--- src/rtl/triac_pkg.sv ---
package triac_pkg;

  // Phase-count at which the gate fires for a brightness value.
  function automatic int unsigned turn_on_point(input int unsigned level,
                                                input int unsigned full_scale,
                                                input int unsigned step);
    return (full_scale - level) * step;
  endfunction

  // True when the count sits inside a non-empty [on, off) window.
  function automatic logic in_window(input int unsigned count,
                                     input int unsigned on_v,
                                     input int unsigned off_v);
    return (on_v < off_v) && (count >= on_v) && (count < off_v);
  endfunction

endpackage

--- src/rtl/zc_edge_sync.sv ---
module zc_edge_sync (
  input  logic clk,
  input  logic rst_n,
  input  logic zc_in,
  output logic zc_rise
);
  logic meta_q, sync_q, prev_q;

  always_ff @(posedge clk or negedge rst_n) begin
    if (!rst_n) begin
      meta_q <= 1'b0;
      sync_q <= 1'b0;
      prev_q <= 1'b0;
    end else begin
      meta_q <= zc_in;
      sync_q <= meta_q;
      prev_q <= sync_q;
    end
  end

  assign zc_rise = sync_q & ~prev_q;
endmodule

--- src/rtl/phase_counter.sv ---
module phase_counter #(
  parameter int CNT_W    = 16,
  parameter int PRESCALE = 8
) (
  input  logic             clk,
  input  logic             rst_n,
  input  logic             restart,
  output logic [CNT_W-1:0] count,
  output logic             tick,
  output logic             ovf
);
  localparam int PRE_W = (PRESCALE > 1) ? $clog2(PRESCALE) : 1;
  localparam logic [PRE_W-1:0] PRE_MAX = PRE_W'(PRESCALE - 1);
  localparam logic [CNT_W-1:0] CNT_TOP = '1;

  logic [PRE_W-1:0] pre_q;

  assign tick = (pre_q == PRE_MAX);
  assign ovf  = tick && (count == CNT_TOP) && !restart;

  always_ff @(posedge clk or negedge rst_n) begin
    if (!rst_n) begin
      pre_q <= '0;
      count <= '0;
    end else if (restart) begin
      pre_q <= '0;
      count <= '0;
    end else if (tick) begin
      pre_q <= '0;
      count <= count + 1'b1;
    end else begin
      pre_q <= pre_q + 1'b1;
    end
  end
endmodule

--- src/rtl/compare_bank.sv ---
module compare_bank
  import triac_pkg::*;
#(
  parameter int CNT_W  = 16,
  parameter int SET_W  = 8,
  parameter int STEP   = 192,
  parameter int PULSE  = 60
) (
  input  logic             clk,
  input  logic             rst_n,
  input  logic             use_setting,
  input  logic [SET_W-1:0] setting,
  input  logic [CNT_W-1:0] on_raw,
  input  logic [CNT_W-1:0] off_raw,
  input  logic             shadow_we,
  input  logic             load,
  input  logic [CNT_W-1:0] count,
  output logic [CNT_W-1:0] act_on,
  output logic [CNT_W-1:0] act_off,
  output logic             window
);
  localparam int unsigned FULL = (1 << SET_W) - 1;

  logic [CNT_W-1:0] sh_on, sh_off;
  logic [31:0]      calc_on, calc_off;

  assign calc_on  = turn_on_point(32'(setting), FULL, STEP);
  assign calc_off = calc_on + PULSE;

  always_ff @(posedge clk or negedge rst_n) begin
    if (!rst_n) begin
      sh_on  <= '0;
      sh_off <= '0;
    end else if (shadow_we) begin
      sh_on  <= use_setting ? calc_on[CNT_W-1:0]  : on_raw;
      sh_off <= use_setting ? calc_off[CNT_W-1:0] : off_raw;
    end
  end

  always_ff @(posedge clk or negedge rst_n) begin
    if (!rst_n) begin
      act_on  <= '0;
      act_off <= '0;
    end else if (load) begin
      act_on  <= sh_on;
      act_off <= sh_off;
    end
  end

  assign window = in_window(32'(count), 32'(act_on), 32'(act_off));
endmodule

--- src/rtl/triac_phase_ctrl.sv ---
module triac_phase_ctrl #(
  parameter int CNT_W    = 16,
  parameter int SET_W    = 8,
  parameter int PRESCALE = 8,
  parameter int STEP     = 192,
  parameter int PULSE    = 60
) (
  input  logic             clk,
  input  logic             rst_n,
  input  logic             zc_in,
  input  logic             use_setting,
  input  logic [SET_W-1:0] setting,
  input  logic [CNT_W-1:0] on_raw,
  input  logic [CNT_W-1:0] off_raw,
  input  logic             shadow_we,
  input  logic             xfer_hold,
  input  logic             fault_clr,
  output logic             gate_out,
  output logic             fault_flag
);
  // Named internal events, observed by the bound checker.
  logic             zc_rise;
  logic             tick;
  logic             ovf;
  logic             load;
  logic             window;
  logic             blank;
  logic [CNT_W-1:0] cnt;
  logic [CNT_W-1:0] act_on, act_off;

  zc_edge_sync u_sync (
    .clk     (clk),
    .rst_n   (rst_n),
    .zc_in   (zc_in),
    .zc_rise (zc_rise)
  );

  phase_counter #(.CNT_W(CNT_W), .PRESCALE(PRESCALE)) u_cnt (
    .clk     (clk),
    .rst_n   (rst_n),
    .restart (zc_rise),
    .count   (cnt),
    .tick    (tick),
    .ovf     (ovf)
  );

  assign load = zc_rise & ~xfer_hold;

  compare_bank #(.CNT_W(CNT_W), .SET_W(SET_W), .STEP(STEP), .PULSE(PULSE)) u_cmp (
    .clk         (clk),
    .rst_n       (rst_n),
    .use_setting (use_setting),
    .setting     (setting),
    .on_raw      (on_raw),
    .off_raw     (off_raw),
    .shadow_we   (shadow_we),
    .load        (load),
    .count       (cnt),
    .act_on      (act_on),
    .act_off     (act_off),
    .window      (window)
  );

  always_ff @(posedge clk or negedge rst_n) begin
    if (!rst_n) begin
      fault_flag <= 1'b0;
      blank      <= 1'b0;
    end else begin
      if (ovf)            fault_flag <= 1'b1;
      else if (fault_clr) fault_flag <= 1'b0;
      if (ovf)            blank <= 1'b1;
      else if (zc_rise)   blank <= 1'b0;
    end
  end

  assign gate_out = window & ~blank;
endmodule

--- config.mk ---
export PLATFORM = sky130hd
export DESIGN_NAME = triac_phase_ctrl
export DESIGN_NICKNAME = d
export VERILOG_FILES = /design/src/rtl/triac_pkg.sv /design/src/rtl/zc_edge_sync.sv /design/src/rtl/phase_counter.sv /design/src/rtl/compare_bank.sv /design/src/rtl/triac_phase_ctrl.sv
export SDC_FILE = /design/constraint.sdc
export NUM_CORES = 1
export LEC_CHECK = 0
export ABC_AREA = 1
export BUFFER_PORTS_ARGS = -buffer_cell sky130_fd_sc_hd__buf_2
export CORE_ASPECT_RATIO = 1.2
export CORE_MARGIN = 8
export CORE_UTILIZATION = 65
export CTS_CLUSTER_SIZE = 28
export DETAILED_ROUTE_END_ITERATION = 12
export GPL_ROUTABILITY_DRIVEN = 0
export PLACE_DENSITY = 0.86
export SLEW_MARGIN = 0
export SYNTH_ARGS = -nofsm -noshare
export SYNTH_HDL_FRONTEND = slang
export SYNTH_SLANG_ARGS = --single-unit
--- constraint.sdc ---
create_clock -name clk -period 4.6 [get_ports clk]
set_input_delay 0.92 -clock clk [delete_from_list [all_inputs] [get_ports clk]]
set_output_delay 0.92 -clock clk [all_outputs]
set_load 0.01 [all_outputs]
==> metrics.md <==
| Metric | Value |
|---|---|
| Status | `complete, no violations` |
| Initial Util | `65.8%` |
| Initial antenna violation count | `0` |
| Hold Path Origin | `u_sync.meta_q` |
| H-tree Lvls | `3` |
| Final #Nets | `790` |
| Slew headroom | `28.8%` |
| Total GRT Usage | `22.1%` |
| Die W | `98.0 microns` |
| Synth Warn # | `0` |
| Worst VDD drop | `0.210 mV` |
| Leak pwr | `3.06 nW` |
| Fillers | `589` |
| Dpl hpwl | `8550 microns` |
| WP data arrival | `2.15 ns` |
| Seq/Total Area, Yosys | `42.0%` |
| Vias | `4368` |
| Routed WL | `11600 microns` |
| Placed cell count | `768` |
| Final setup vio count | `0` |
| Cell row count | `36` |
| Hold Buf Count CTS | `0` |
| Final std cells w/o fill | `783` |
| CTS tree | `done` |
| Final Hold Viols | `0` |
| Power Total | `1.97 mW` |
| Crit-path max FO | `5` |
| Clk_lat worst skew | `0.37 ns` |
| Routed len/inst | `14.8 microns` |
| First-pass GRT wire length | `20200 microns` |
| # resized after CTS | `0` |
| Crit. Startpoint | `u_cnt.count[13]` |
| Setup TNS | `0 ns` |
| Startpoint Class | `register` |
| Fin Hold WS | `0.352 ns` |
| HP Class | `register to register` |
| Post-Syn Area | `0.00524 sq mm` |
| Distinct cells, synth | `34` |
| Main synth FF type | `dfrtp_1` |
| Post-route ant nets | `0` |
| Core Area | `0.00797 sq mm` |
| Core Util, Final | `71.4%` |
| Post-CTS setup buffer count | `0` |
| Vias/cell | `5.58` |
| Worst EP required | `3.68 ns` |
| Period utilisation layout | `66.7%` |
| Clock slew at reported path FFs | `0.09 ns` |
| Share of layout cells above drive strength 1 | `14.0%` |
| Slew @ Worst Pin | `1.07 ns` |
| Largest net degree at the start of global routing | `89` |
| Critical Path End Type | `primary output` |
| Worst Skew | `0.0116 ns` |
| Number of synthesized flops with an enable pin | `0` |
| #FFs+latches synth | `88` |
| Number of diodes | `0` |
| Post-Syn Area per Cell | `8.18 sq um` |
| P per Cell Area | `345 mW/mm^2` |
| RSZ-0062 raised after global routing | `no` |
| Max-slew violations | `0` |
| Synth Net Count | `747` |
| Commonest non-fill, non-tap cell in the layout | `nand2_1` |
| R2r startpoint | `u_sync.prev_q` |
| Vias in the first global route | `4578` |
| Commonest cells after routing, fill and taps aside | `nand2_1 (139), inv_1 (103), dfrtp_1 (88)` |
| Max-cap violation count | `0` |
| Total congestion overflow | `0` |
| Area grow syn2layout | `8.64%` |
| Die area | `0.0112 sq mm` |
| Sink Count | `88` |
| Root Driver | `clkbuf_8` |
| DRT Pass-1 Iters | `5` |
| Initial DRC count | `177` |
| DRC errors left | `0` |
| Input/output buffers | `48` |
| Die height | `114 microns` |
| Min cycle time layout | `3.07 ns` |
| CTS Buffer Depth | `2` |
| Max Freq | `326 MHz` |
| Critical path type | `register to primary output` |
| Post-synthesis async set-or-reset flop share | `100%` |
| Post-synthesis cell count | `641` |
| IO Count | `49` |
| Clock buffer count from CTS | `9` |
[cell usage after synthesis, types with 4 or more instances]
cell type / instances / area (sq um)
nand2_1: 139 / 522
inv_1: 103 / 387
dfrtp_1: 88 / 2200
ha_1: 58 / 726
nor2_1: 58 / 218
a21oi_1: 47 / 235
o21ai_0: 29 / 145
nand3_1: 20 / 100
a21oi_2: 12 / 105
o21ai_1: 12 / 60.1
nor3_1: 10 / 50.1
o21ai_2: 9 / 78.8
buf_6: 7 / 78.8
nand4_1: 6 / 37.5
buf_2: 5 / 25.0
o211ai_1: 5 / 37.5
clkbuf_1: 4 / 15.0
nor2_2: 4 / 25.0
[cells by family after synthesis]
| logic type | Yosys count | share of synthesized area (%) |
|---|---|---|
| AOI/OAI and AO/OA | 127 | 14.5 |
| adders and majority gates | 59 | 14.2 |
| buffers and inverters | 122 | 9.93 |
| DFF | 88 | 42.0 |
| and+or+nand+nor | 245 | 19.4 |
[sequential cells by signal, indices dropped and copies added, names as in the netlist, 3 cells and up]
signal,cells
u_cnt.pre_q,3
u_cmp.act_off,16
u_cmp.act_on,16
u_cnt.count,16
u_cmp.sh_off,16
u_cmp.sh_on,16
[area by class of cell]
| class | instances | area, sq um | share of cell area, % |
|---|---|---|---|
| repair buffers | 49 | 250 | 4.39 |
| flip-flops and latches | 88 | 2200 | 38.7 |
| well taps | 95 | 119 | 2.09 |
| clock buffers | 10 | 128 | 2.24 |
| clock inverters | 5 | 82.6 | 1.45 |
| inverters | 105 | 394 | 6.92 |
| multi-input cells | 431 | 2520 | 44.2 |
[worst max-delay path, stage by stage, from the launching register on]
cell	delay, ns
dfrtp_1	0.47
ha_1	0.34
a21oi_1	0.15
nor2_1	0.05
nor2_1	0.12
nand3_1	0.09
nor2_1	0.15
nand3_1	0.09
nor2_1	0.15
buf_2	0.16
[metrics by stage]
stage          area (sq um)  setup slack, ns
5_1_grt                5700             1.44
2_1_floorplan          5240             2.30
4_1_cts                5700             1.60
6_report               5700             1.53
3_3_place_gp           5490             1.75
3_5_place_dp           5490             1.64
[layer usage]
metal | track usage, % | up-vias | routed length [microns]
met5 | 0 | - | 0
met1 | 24.4 | 2070 | 4870
met2 | 39.5 | 108 | 5910
met3 | 3.95 | 35 | 406
met4 | 12.3 | 0 | 374
li1 | - | 2155 | -
[path summary, 6_finish.rpt]
check	end	slack, ns	cells past startpoint
max	gate_out	1.53	9
min	u_sync.sync_q	0.35	0
max reg2reg	u_cmp.act_on[8]	2.46	6
min reg2reg	u_sync.sync_q	0.35	0
max in group asynchronous	u_cmp.act_off[15]	3.18	1
min in group asynchronous	u_sync.sync_q	0.74	1
[where the power goes]
group	leakage [nW]	internal (mW)	total, mW	switching [mW]
sequential	1.09	0.870	0.926	0.0567
clock	0.106	0.304	0.582	0.278
combinational	1.86	0.174	0.458	0.285
Note: power is estimated with default switching activity, not from simulation.
